==> src/rtl/qbd_pkg.sv <==
package qbd_pkg;
  // per-pin pad driver enables
  typedef struct packed {
    logic pull_dn;
    logic boost_up;
    logic weak_up;
  } pad_drive_t;

  localparam pad_drive_t DRIVE_IDLE = '{pull_dn: 1'b0, boost_up: 1'b0, weak_up: 1'b1};
endpackage

==> src/rtl/qbd_sync.sv <==
module qbd_sync #(
  parameter int WIDTH  = 8,
  parameter int STAGES = 2
) (
  input  logic             clk,
  input  logic [WIDTH-1:0] d,
  output logic [WIDTH-1:0] q
);
  logic [WIDTH-1:0] stage_q [STAGES];

  always_ff @(posedge clk) stage_q[0] <= d;

  for (genvar s = 1; s < STAGES; s++) begin : g_stage
    always_ff @(posedge clk) stage_q[s] <= stage_q[s-1];
  end

  assign q = stage_q[STAGES-1];
endmodule

==> src/rtl/qbd_pin_cell.sv <==
module qbd_pin_cell
  import qbd_pkg::*;
#(
  parameter int BOOST_CYCLES = 2
) (
  input  logic       clk,
  input  logic       rst,
  input  logic       drv_next,
  output pad_drive_t drive
);
  localparam int CW = $clog2(BOOST_CYCLES + 1);

  logic          drv_q;
  logic [CW-1:0] cnt_q, cnt_next;
  pad_drive_t    drive_q;

  // boost counter: loaded on a rising drive value, cleared on a falling one
  always_comb begin
    if (!drv_next)               cnt_next = '0;
    else if (!drv_q)             cnt_next = CW'(BOOST_CYCLES);
    else if (cnt_q != '0)        cnt_next = cnt_q - 1'b1;
    else                         cnt_next = '0;
  end

  always_ff @(posedge clk) begin
    if (rst) begin
      drv_q   <= 1'b1;
      cnt_q   <= '0;
      drive_q <= DRIVE_IDLE;
    end else begin
      drv_q            <= drv_next;
      cnt_q            <= cnt_next;
      drive_q.pull_dn  <= !drv_next;
      drive_q.boost_up <= (cnt_next != '0);
      drive_q.weak_up  <= drv_next && (cnt_next == '0);
    end
  end

  assign drive = drive_q;
endmodule

==> src/rtl/qbd_port_ctrl.sv <==
module qbd_port_ctrl
  import qbd_pkg::*;
#(
  parameter int WIDTH        = 8,
  parameter int BOOST_CYCLES = 2,
  parameter int SYNC_STAGES  = 2
) (
  input  logic             clk,
  input  logic             rst,
  input  logic             wr_en,
  input  logic [WIDTH-1:0] wr_data,
  input  logic [WIDTH-1:0] alt_sel,
  input  logic [WIDTH-1:0] alt_val,
  input  logic [WIDTH-1:0] pin_in,
  output logic [WIDTH-1:0] port_latch,
  output logic [WIDTH-1:0] pull_dn_en,
  output logic [WIDTH-1:0] boost_up_en,
  output logic [WIDTH-1:0] weak_up_en,
  output logic [WIDTH-1:0] pin_sync
);
  logic [WIDTH-1:0] latch_q, latch_next, drv_next;

  assign latch_next = wr_en ? wr_data : latch_q;
  assign drv_next   = (alt_sel & alt_val) | (~alt_sel & latch_next);

  always_ff @(posedge clk) begin
    if (rst) latch_q <= '1;
    else     latch_q <= latch_next;
  end

  assign port_latch = latch_q;

  for (genvar i = 0; i < WIDTH; i++) begin : g_pin
    pad_drive_t drv;
    qbd_pin_cell #(.BOOST_CYCLES(BOOST_CYCLES)) cell_i (
      .clk      (clk),
      .rst      (rst),
      .drv_next (drv_next[i]),
      .drive    (drv)
    );
    assign pull_dn_en[i]  = drv.pull_dn;
    assign boost_up_en[i] = drv.boost_up;
    assign weak_up_en[i]  = drv.weak_up;
  end

  qbd_sync #(.WIDTH(WIDTH), .STAGES(SYNC_STAGES)) sync_i (
    .clk (clk),
    .d   (pin_in),
    .q   (pin_sync)
  );
endmodule

==> config.mk <==
export PLATFORM = sky130hd
export DESIGN_NAME = qbd_port_ctrl
export DESIGN_NICKNAME = d
export VERILOG_FILES = /design/src/rtl/qbd_pkg.sv /design/src/rtl/qbd_sync.sv /design/src/rtl/qbd_pin_cell.sv /design/src/rtl/qbd_port_ctrl.sv
export SDC_FILE = /design/constraint.sdc
export NUM_CORES = 1
export LEC_CHECK = 0
export CAP_MARGIN = 20
export CORE_UTILIZATION = 30
export DETAILED_ROUTE_END_ITERATION = 16
export HOLD_SLACK_MARGIN = 0.03
export PLACE_DENSITY = 0.54
export REMOVE_ABC_BUFFERS = 1
export SYNTH_ARGS = -nofsm -noshare
export SYNTH_HDL_FRONTEND = slang
export SYNTH_SLANG_ARGS = --single-unit
==> constraint.sdc <==
create_clock -name clk -period 3.1 [get_ports clk]
set_input_delay 0.775 -clock clk [delete_from_list [all_inputs] [get_ports clk]]
set_output_delay 0.775 -clock clk [all_outputs]
set_load 0.01 [all_outputs]
Word level (Yosys, flattened, before mapping)
Memory sizes are Yosys's and may differ from the RTL's.
Cells that the tools add are included.
Widths: inputs -> output; s select.
{ "word_totals": {"reg_bits": 56, "mem_bits_rw": 16, "in_bits": 35, "output_inout_bits": 40, "word_cells": 119, "memories": 1} }
{ "op_classes": {"add_sub_neg": 8, "muxes": 25, "bitwise_logic": 4, "reduce_logical": 40} }
{ "mem_list": {"columns": ["name", "words", "word_bits", "read_ports", "rd_clocked_by_memory_dff", "write_ports", "line_no", "text"], "rows": [
  ["sync_i.stage_q", 2, 8, 2, 0, 2, "qbd_sync.sv:9", "logic [WIDTH-1:0] stage_q [STAGES];"]
]} }
{ "op_table": {"columns": ["cell", "n"], "rows": [
  ["$mux 2", 24],
  ["$reduce_bool 2->1", 16],
  ["$and 8x8->8", 2],
  ["$logic_not 2->1", 8],
  ["$sub 2x1->2 const B", 8],
  ["$logic_and 1x1->1", 8],
  ["$logic_not 1->1", 8],
  ["$mux 8", 1],
  ["$not 8->8", 1],
  ["$or 8x8->8", 1]
]} }

Depth between registers and ports, before layout
Gate-level depths: netlist (run 1).
{ "depth": {"ltp_word": 6, "depth_mapped": 4, "depth_no_buf": 3} }

Hierarchy
From an unflattened synthesis (run 1), not the netlist that was laid out.
{ "hier_totals": {"hier_cells": 187, "area_unflattened_um2": 2225.9} }
{ "by_module_without_submodules": {"columns": ["mod", "instances", "cells_each", "area_per_inst_um2", "seq_area_each_um2"], "rows": [
  ["qbd_pin_cell", 8, 16, 176.4, 120.1],
  ["qbd_port_ctrl", 1, 35, 434.2, 160.2],
  ["qbd_sync", 1, 24, 380.4, 320.3]
]} }

Worst setup path before layout (run 1)
Ideal clock, no wire load.
{ "synth_path": {"path_kind": "input-to-reg", "from": "in wr_en", "to": "reg g_pin[0].cell_i.drive_q (netlist bit g_pin[0].cell_i.drive[0])", "setup_time_ns": 0.122, "arrival_time_ns": 1.491, "required_time_ns": 2.978, "slack_ns": 1.487, "path_stages": 4, "n_path_buf": 1, "path_cell_list": "buf_6 -> mux2_4 -> mux2i_4 -> o21bai_1"} }
{ "synth_between": {"elab_chain_len": 6} }
{ "synth_rtl": {"columns": ["element", "line_no", "text"], "rows": [
  ["from (decl)", "qbd_port_ctrl.sv:10", "input logic wr_en,"],
  ["$mux 8 (*)", "qbd_port_ctrl.sv:23", "assign latch_next = wr_en ? wr_data : latch_q;"],
  ["$and 8x8->8 (*)", "qbd_port_ctrl.sv:24", "assign drv_next = (alt_sel & alt_val) | (~alt_sel & latch_next);"],
  ["$or 8x8->8 (*)", "qbd_port_ctrl.sv:24", null],
  ["$mux 2", "qbd_pin_cell.sv:19", "if (!drv_next) cnt_next = '0;"],
  ["$logic_not 2->1", "qbd_pin_cell.sv:35", "drive_q.weak_up <= drv_next && (cnt_next == '0);"],
  ["$logic_and 1x1->1 (*)", "qbd_pin_cell.sv:35", null],
  ["to (decl)", "qbd_pin_cell.sv:15", "pad_drive_t drive_q;"]
]} }
Every way passes the cells marked *; elsewhere a longest branch is shown, timed or not.
A chain may end at the register's enable or synchronous reset.

Worst setup path in the final report (run 1)
{ "layout_path": {"from": "in wr_en", "to": "reg g_pin[3].cell_i.cnt_q[1]"} }
{ "layout_between": {"elab_chain_len": 4} }
{ "layout_rtl": {"columns": ["element", "line_no", "text"], "rows": [
  ["$mux 8", "qbd_port_ctrl.sv:23", null],
  ["$and 8x8->8", "qbd_port_ctrl.sv:24", null],
  ["$or 8x8->8", "qbd_port_ctrl.sv:24", null],
  ["$mux 2", "qbd_pin_cell.sv:19", null],
  ["to (signal assigned)", "qbd_pin_cell.sv:32", "cnt_q <= cnt_next;"],
  ["to (decl)", "qbd_pin_cell.sv:14", "logic [CW-1:0] cnt_q, cnt_next;"]
]} }
No other way between the ends.

==> results.sh, run 1 <==
export IMPL_grt_max_degree=57
export IMPL_dpl_instance_area_sq_mm=0.003108
export IMPL_cts_sinks=72
export IMPL_die_area_sq_mm=0.008140
export IMPL_crit_chain="clkdlybuf4s50_1 > buf_4 > mux2_4 > mux2i_4 > a211oi_1"
export IMPL_drtPass1Iterations=4
export IMPL_num_vias=1466
export IMPL_num_io_pins=75
export IMPL_setup_viol=0
export IMPL_initialDrtViolationCount=42
export IMPL_crit_path_max_incr_delay_ps=670
export IMPL_power_per_cell_area_mw_per_mm2=613.7
export IMPL_drt_vias_per_instance=4.106
export IMPL_crit_arrival_ps=2300
export IMPL_critical_path_class="input port to flip-flop"
export IMPL_ctsHtreeMaxLevel=3
export IMPL_layout_nets=289
export IMPL_crit_reg2reg_capture="g_pin[1].cell_i.cnt_q[1]$_SDFF_PP0_"
export IMPL_clock_root_buffer="clkbuf_8"
export IMPL_endpoint="g_pin[3].cell_i.cnt_q[1]$_SDFF_PP0_"
export IMPL_start_kind="input port"
export IMPL_grt_antenna_before_repair=0
export IMPL_wl_met1_microns=2019
export IMPL_clk_pin_slew_ps=70
export IMPL_cts_hold_buf=0
export IMPL_drv_cap=0
export IMPL_avgSynthCellArea_sq_um=12.76
export IMPL_clock_latency_ps=330
export IMPL_post_cts_buffers=0
export IMPL_clock_fmax_ghz=0.4715
export IMPL_grt_overflow_total=0
export IMPL_rows=31
export IMPL_netlist_top_cell_by_area="dfxtp_1"
export IMPL_route_final_wire_length_microns=4217
export IMPL_grt_pass1_vias=1453
export IMPL_fin_crit_sh=0.6842
export IMPL_ys_seq_area_frac=0.6174
export IMPL_gp_congestion=0.6754
export IMPL_yosys_top_cells_area="dfxtp_1, mux2i_4, mux2_4, nand2b_1, a211oi_1"
export IMPL_gr_usage_all_layers=0.1129
export IMPL_skew_ps=2.665
export IMPL_core_area_sq_mm=0.007370
export IMPL_routed_wl_met3_microns=283
export IMPL_synth_top_area_share=0.6174
export IMPL_maxUsedRoutingLayer="met4"
export IMPL_hold_path_class="flip-flop to flip-flop"
export IMPL_drive_gt1_frac=0.1550
export IMPL_r2r_start="port_latch[1]$_SDFF_PP1_"
export IMPL_dieHeight_microns=90.22
export IMPL_fin_tns_setup_ps=0
export IMPL_end_kind="flip-flop"
export IMPL_maxSlewViolCount=0
export IMPL_fin_crit_ps=2121
export IMPL_synth_distinct_cells=15
export IMPL_routed_wl_met2_microns=1867
export IMPL_leakagePower_nw=1.280
export IMPL_max_slew_margin=0.4425
export IMPL_layout_common_cells="clkdlybuf4s50_1, dfxtp_1, nand2_1, nand2b_1, clkbuf_8"
export IMPL_peakVddDrop_uv=295.6
export IMPL_ant_nets=0
export IMPL_area_delta_synth_final_pct=42.55
export IMPL_grt_first_pass_wirelength_microns=6948
export IMPL_initial_core_util=0.3168
export IMPL_final_util=0.4516
export IMPL_rsz0062_at_grt="no"
export IMPL_critPathMaxFanout=6
export IMPL_yosysWarnings=0
export IMPL_tritoncts="yes"
export IMPL_worst_slew_pin_slew_ps=836.3
export IMPL_place_hpwl_microns=2873
export IMPL_fp_dieW_microns=90.22
export IMPL_syn_inst=183
export IMPL_design_area_sq_mm=0.003328
export IMPL_portBuffers=74
export IMPL_worstSetupStartpoint="wr_en"
export IMPL_clockBufferDepth=2
export IMPL_hold_viol_final=0
export IMPL_status="complete, no violations"
export IMPL_wire_per_inst_microns=11.81
export IMPL_cp_required_ps=3280
export IMPL_cp_slowest_cell="clkdlybuf4s50_1"
export IMPL_cts_buffers=9
export IMPL_cts_resized=0
export IMPL_syn_area_sq_mm=0.002335
export IMPL_synth_ff_latch_count=72
export IMPL_worstRegToRegCells=3
export IMPL_drc=0
export IMPL_antennaDiodeCount=0
export IMPL_r2r_slack_ps=2040
export IMPL_final_common_cell="clkdlybuf4s50_1"
==> Yosys cell counts <==
cell / count
dfxtp_1: 72
nand2_1: 16
nand2b_1: 16
a211oi_1: 8
buf_4: 8
mux2_4: 8
mux2i_4: 8
nor3b_1: 8
nor4_1: 8
o21bai_1: 8
or2_2: 8
and2b_1: 7
clkbuf_1: 6
buf_6: 1
nor2b_1: 1
==> stage by stage <==
step | hold slack, ps | setup slack, ps | power, W | std cells
global route | 335.8 | 901.1 | 0.002139 | 357
detailed placement | 312.1 | 593.2 | 0.001258 | 342
global placement | 310.8 | 627.8 | 0.001257 | 342
CTS | 328.1 | 960.4 | 0.002080 | 357
floorplan | 309.6 | 1636 | 0.001116 | 168
finish | 327.3 | 979.0 | 0.002043 | 357
==> worst min-delay path by stage <==
stage	start	end	slack [ps]	cells past startpoint
CTS	sync_i.stage_q[0][7]$_DFF_P_	sync_i.stage_q[0][15]$_DFF_P_	330	0
global placement	sync_i.stage_q[0][6]$_DFF_P_	sync_i.stage_q[0][14]$_DFF_P_	310	0
detailed placement	sync_i.stage_q[0][7]$_DFF_P_	sync_i.stage_q[0][15]$_DFF_P_	310	0
floorplan	sync_i.stage_q[0][2]$_DFF_P_	sync_i.stage_q[0][10]$_DFF_P_	310	0
finish	sync_i.stage_q[0][7]$_DFF_P_	sync_i.stage_q[0][15]$_DFF_P_	330	0
global route	sync_i.stage_q[0][2]$_DFF_P_	sync_i.stage_q[0][10]$_DFF_P_	340	0
==> state kept, by name, summed over array words and instances (netlist names) <==
| name | count |
|---|---|
| sync_i.stage_q | 16 |
| g_pin.cell_i.drv_q | 8 |
| port_latch | 8 |
| g_pin.cell_i.cnt_q | 16 |
| g_pin.cell_i.drive | 24 |
==> power by group <==
group	total (W)	internal (W)	leakage, nW	switching, W
Clock	0.000809	0.000492	0.112	0.000317
Combinational	0.000237	0.000148	0.571	0.0000893
Sequential	0.000996	0.000977	0.596	0.0000194
Total	0.00204	0.00162	1.28	0.000426
==> routing by layer <==
metal  vias up  track usage
met5         -            0
met1       659       0.1347
met4         0      0.04435
met2        52       0.1698
met3         5      0.06007
li1        750            -
==> cell families after synthesis <==
kind of cell,Yosys count,synth area share
DFF,72,0.6174
AOI/OAI and AO/OA,16,0.05145
muxes,16,0.1286
buffers and inverters,15,0.04019
and+or+nand+nor,64,0.1624
==> critical path: cells and delay by family <==
kind	cells	cell delay, ps
multiplexers	2	550
buffers and inverters	2	900
AO/OA/AOI/OAI	1	80
==> area by class of cell <==
class,instances,area (sq um)
fill,712,4041
sequential,72,1441
multi-input combinational,96,799.5
timing repair buffer,75,743.2
clock buffer,12,155.1
tap,99,123.9
clock inverter,3,65.06
No activity file was read; power rests on OpenSTA's default activity.
==> run 2: changes to the inputs <==
PLACE_DENSITY = 0.56   (was 0.54)
clock period = 1.75 ns   (was 3.1 ns; I/O delays follow)
==> run 2 against run 1 <==
Critical path depth is 4 lower. Clock skew rose by 4.8 ps. Combinational power increased by 80%. Wire length is 4.6% lower. Critical endpoint is now port_latch[6]. Largest cell class unchanged.
==> results.sh, run 2 (synthesized netlist as in run 1, its figures left out) <==
export IMPL_cp_required_ps=1310
export IMPL_clock_latency_ps=340
export IMPL_grt_first_pass_wirelength_microns=6693
export IMPL_drive_gt1_frac=0.1686
export IMPL_fp_dieW_microns=90.22
export IMPL_wire_per_inst_microns=11.17
export IMPL_fin_crit_ps=1675
export IMPL_ant_nets=0
export IMPL_rows=31
export IMPL_worst_slew_pin_slew_ps=244.2
export IMPL_dpl_instance_area_sq_mm=0.003136
export IMPL_area_delta_synth_final_pct=44.64
export IMPL_maxSlewViolCount=0
export IMPL_drtPass1Iterations=5
export IMPL_grt_antenna_before_repair=0
export IMPL_status="complete, no violations"
export IMPL_num_io_pins=75
export IMPL_drc=0
export IMPL_power_per_cell_area_mw_per_mm2=1113
export IMPL_initialDrtViolationCount=42
export IMPL_ctsHtreeMaxLevel=3
export IMPL_grt_overflow_total=0
export IMPL_portBuffers=74
export IMPL_crit_path_max_incr_delay_ps=540
export IMPL_design_area_sq_mm=0.003377
export IMPL_final_common_cell="clkdlybuf4s50_1"
export IMPL_dieHeight_microns=90.22
export IMPL_num_vias=1462
export IMPL_tritoncts="yes"
export IMPL_clock_fmax_ghz=0.5971
export IMPL_gr_usage_all_layers=0.1087
export IMPL_critPathMaxFanout=2
export IMPL_drt_vias_per_instance=4.061
export IMPL_clock_root_buffer="clkbuf_8"
export IMPL_path_buf_inv=1
export IMPL_largest_register_ffs=24
export IMPL_start_kind="flip-flop"
export IMPL_grt_max_degree=57
export IMPL_cts_resized=0
export IMPL_layout_common_cells="clkdlybuf4s50_1, dfxtp_1, nand2_1, nand2b_1, clkbuf_8"
export IMPL_grt_pass1_vias=1396
export IMPL_end_kind="primary output"
export IMPL_fin_tns_setup_ps=0
export IMPL_cts_hold_buf=0
export IMPL_skew_ps=7.449
export IMPL_drv_cap=0
export IMPL_critPathTopFamily="buffers and inverters"
export IMPL_cts_buffers=9
export IMPL_peakVddDrop_uv=356.7
export IMPL_leakagePower_nw=1.306
export IMPL_antennaDiodeCount=0
export IMPL_cp_slowest_cell="clkdlybuf4s50_1"
export IMPL_place_hpwl_microns=2714
export IMPL_route_final_wire_length_microns=4022
export IMPL_crit_arrival_ps=1240
export IMPL_cts_sinks=72
export IMPL_critical_path_class="flip-flop to primary output"
export IMPL_hold_path_class="flip-flop to flip-flop"
export IMPL_gp_congestion=0.7072
export IMPL_setup_viol=0
export IMPL_hold_viol_final=0
export IMPL_layout_nets=291
export IMPL_initial_core_util=0.3168
export IMPL_core_area_sq_mm=0.007370
export IMPL_max_slew_margin=0.8337
export IMPL_clockBufferDepth=2
export IMPL_rsz0062_at_grt="no"
export IMPL_fin_crit_sh=0.9569
export IMPL_crit_chain="clkdlybuf4s50_1"
export IMPL_die_area_sq_mm=0.008140
export IMPL_post_cts_buffers=0
export IMPL_clk_pin_slew_ps=70
[run 2: cell types whose count changed in the layout (fill, tap and decap cells not counted)]
cell	before	now
clkinv_2	1	2
buf_4	1	2
clkbuf_1	1	0
buf_12	0	1
clkbuf_8	11	9
bufinv_16	2	3
inv_6	0	2
[run 2: stage by stage]
| stage | cells | hold WS (ps) | utilization | power [W] | setup slack, ps |
|---|---|---|---|---|---|
| floorplan | 168 | 309.6 | - | 0.001977 | 623.2 |
| finish | 360 | 328.3 | 0.4582 | 0.003759 | 75.36 |
| detailed placement | 344 | 312.1 | 0.4255 | 0.002234 | -134.4 |
| global placement | 344 | 310.2 | 0.4255 | 0.002230 | -110.4 |
| CTS | 360 | 331.5 | 0.4582 | 0.003825 | 47.77 |
| global route | 360 | 335.0 | 0.4582 | 0.003947 | 1.583 |
[run 2: layout make-up]
class / count / area (sq um)
repair buffers: 77 / 770.7
flip-flops and latches: 72 / 1441
clock buffers: 9 / 123.9
well taps: 99 / 123.9
fillers: 702 / 3993
clock inverters: 7 / 117.6
multi-input cells: 96 / 799.5
[run 2: path summary, 6_finish.rpt]
path | start | to | slack, ps | depth (start not counted)
setup reg to reg | port_latch[7]$_SDFF_PP1_ | g_pin[7].cell_i.drive[0]$_SDFF_PP1_ | 700 | 3
hold reg to reg | sync_i.stage_q[0][7]$_DFF_P_ | sync_i.stage_q[0][15]$_DFF_P_ | 330 | 0
hold / removal | sync_i.stage_q[0][7]$_DFF_P_ | sync_i.stage_q[0][15]$_DFF_P_ | 330 | 0
setup / recovery | port_latch[6]$_SDFF_PP1_ | port_latch[6] | 80 | 1
[run 2: per-layer routing]
| layer | global-route usage | part of all wire | vias up |
|---|---|---|---|
| met1 | 0.1346 | 0.48 | 649 |
| met4 | 0.06855 | 0.021 | 0 |
| met5 | 0 | 0 | - |
| li1 | - | - | 755 |
| met3 | 0.04399 | 0.057 | 8 |
| met2 | 0.1559 | 0.44 | 50 |
[run 2: power breakdown]
part	total, W	switching [W]	leakage (nW)	internal (W)
clock	0.00157	0.000615	0.124	0.000952
combinational	0.000427	0.000159	0.586	0.000268
sequential	0.00176	0.0000343	0.596	0.00173
total	0.00376	0.000809	1.31	0.00295
==> run 3: changes to the inputs <==
CTS_CLUSTER_SIZE = 16   (was unset)
HOLD_SLACK_MARGIN = 0.05   (was 0.03)
==> results of run 3 <==
No change in the layout: final DEF, timing and power equal those of run 2.
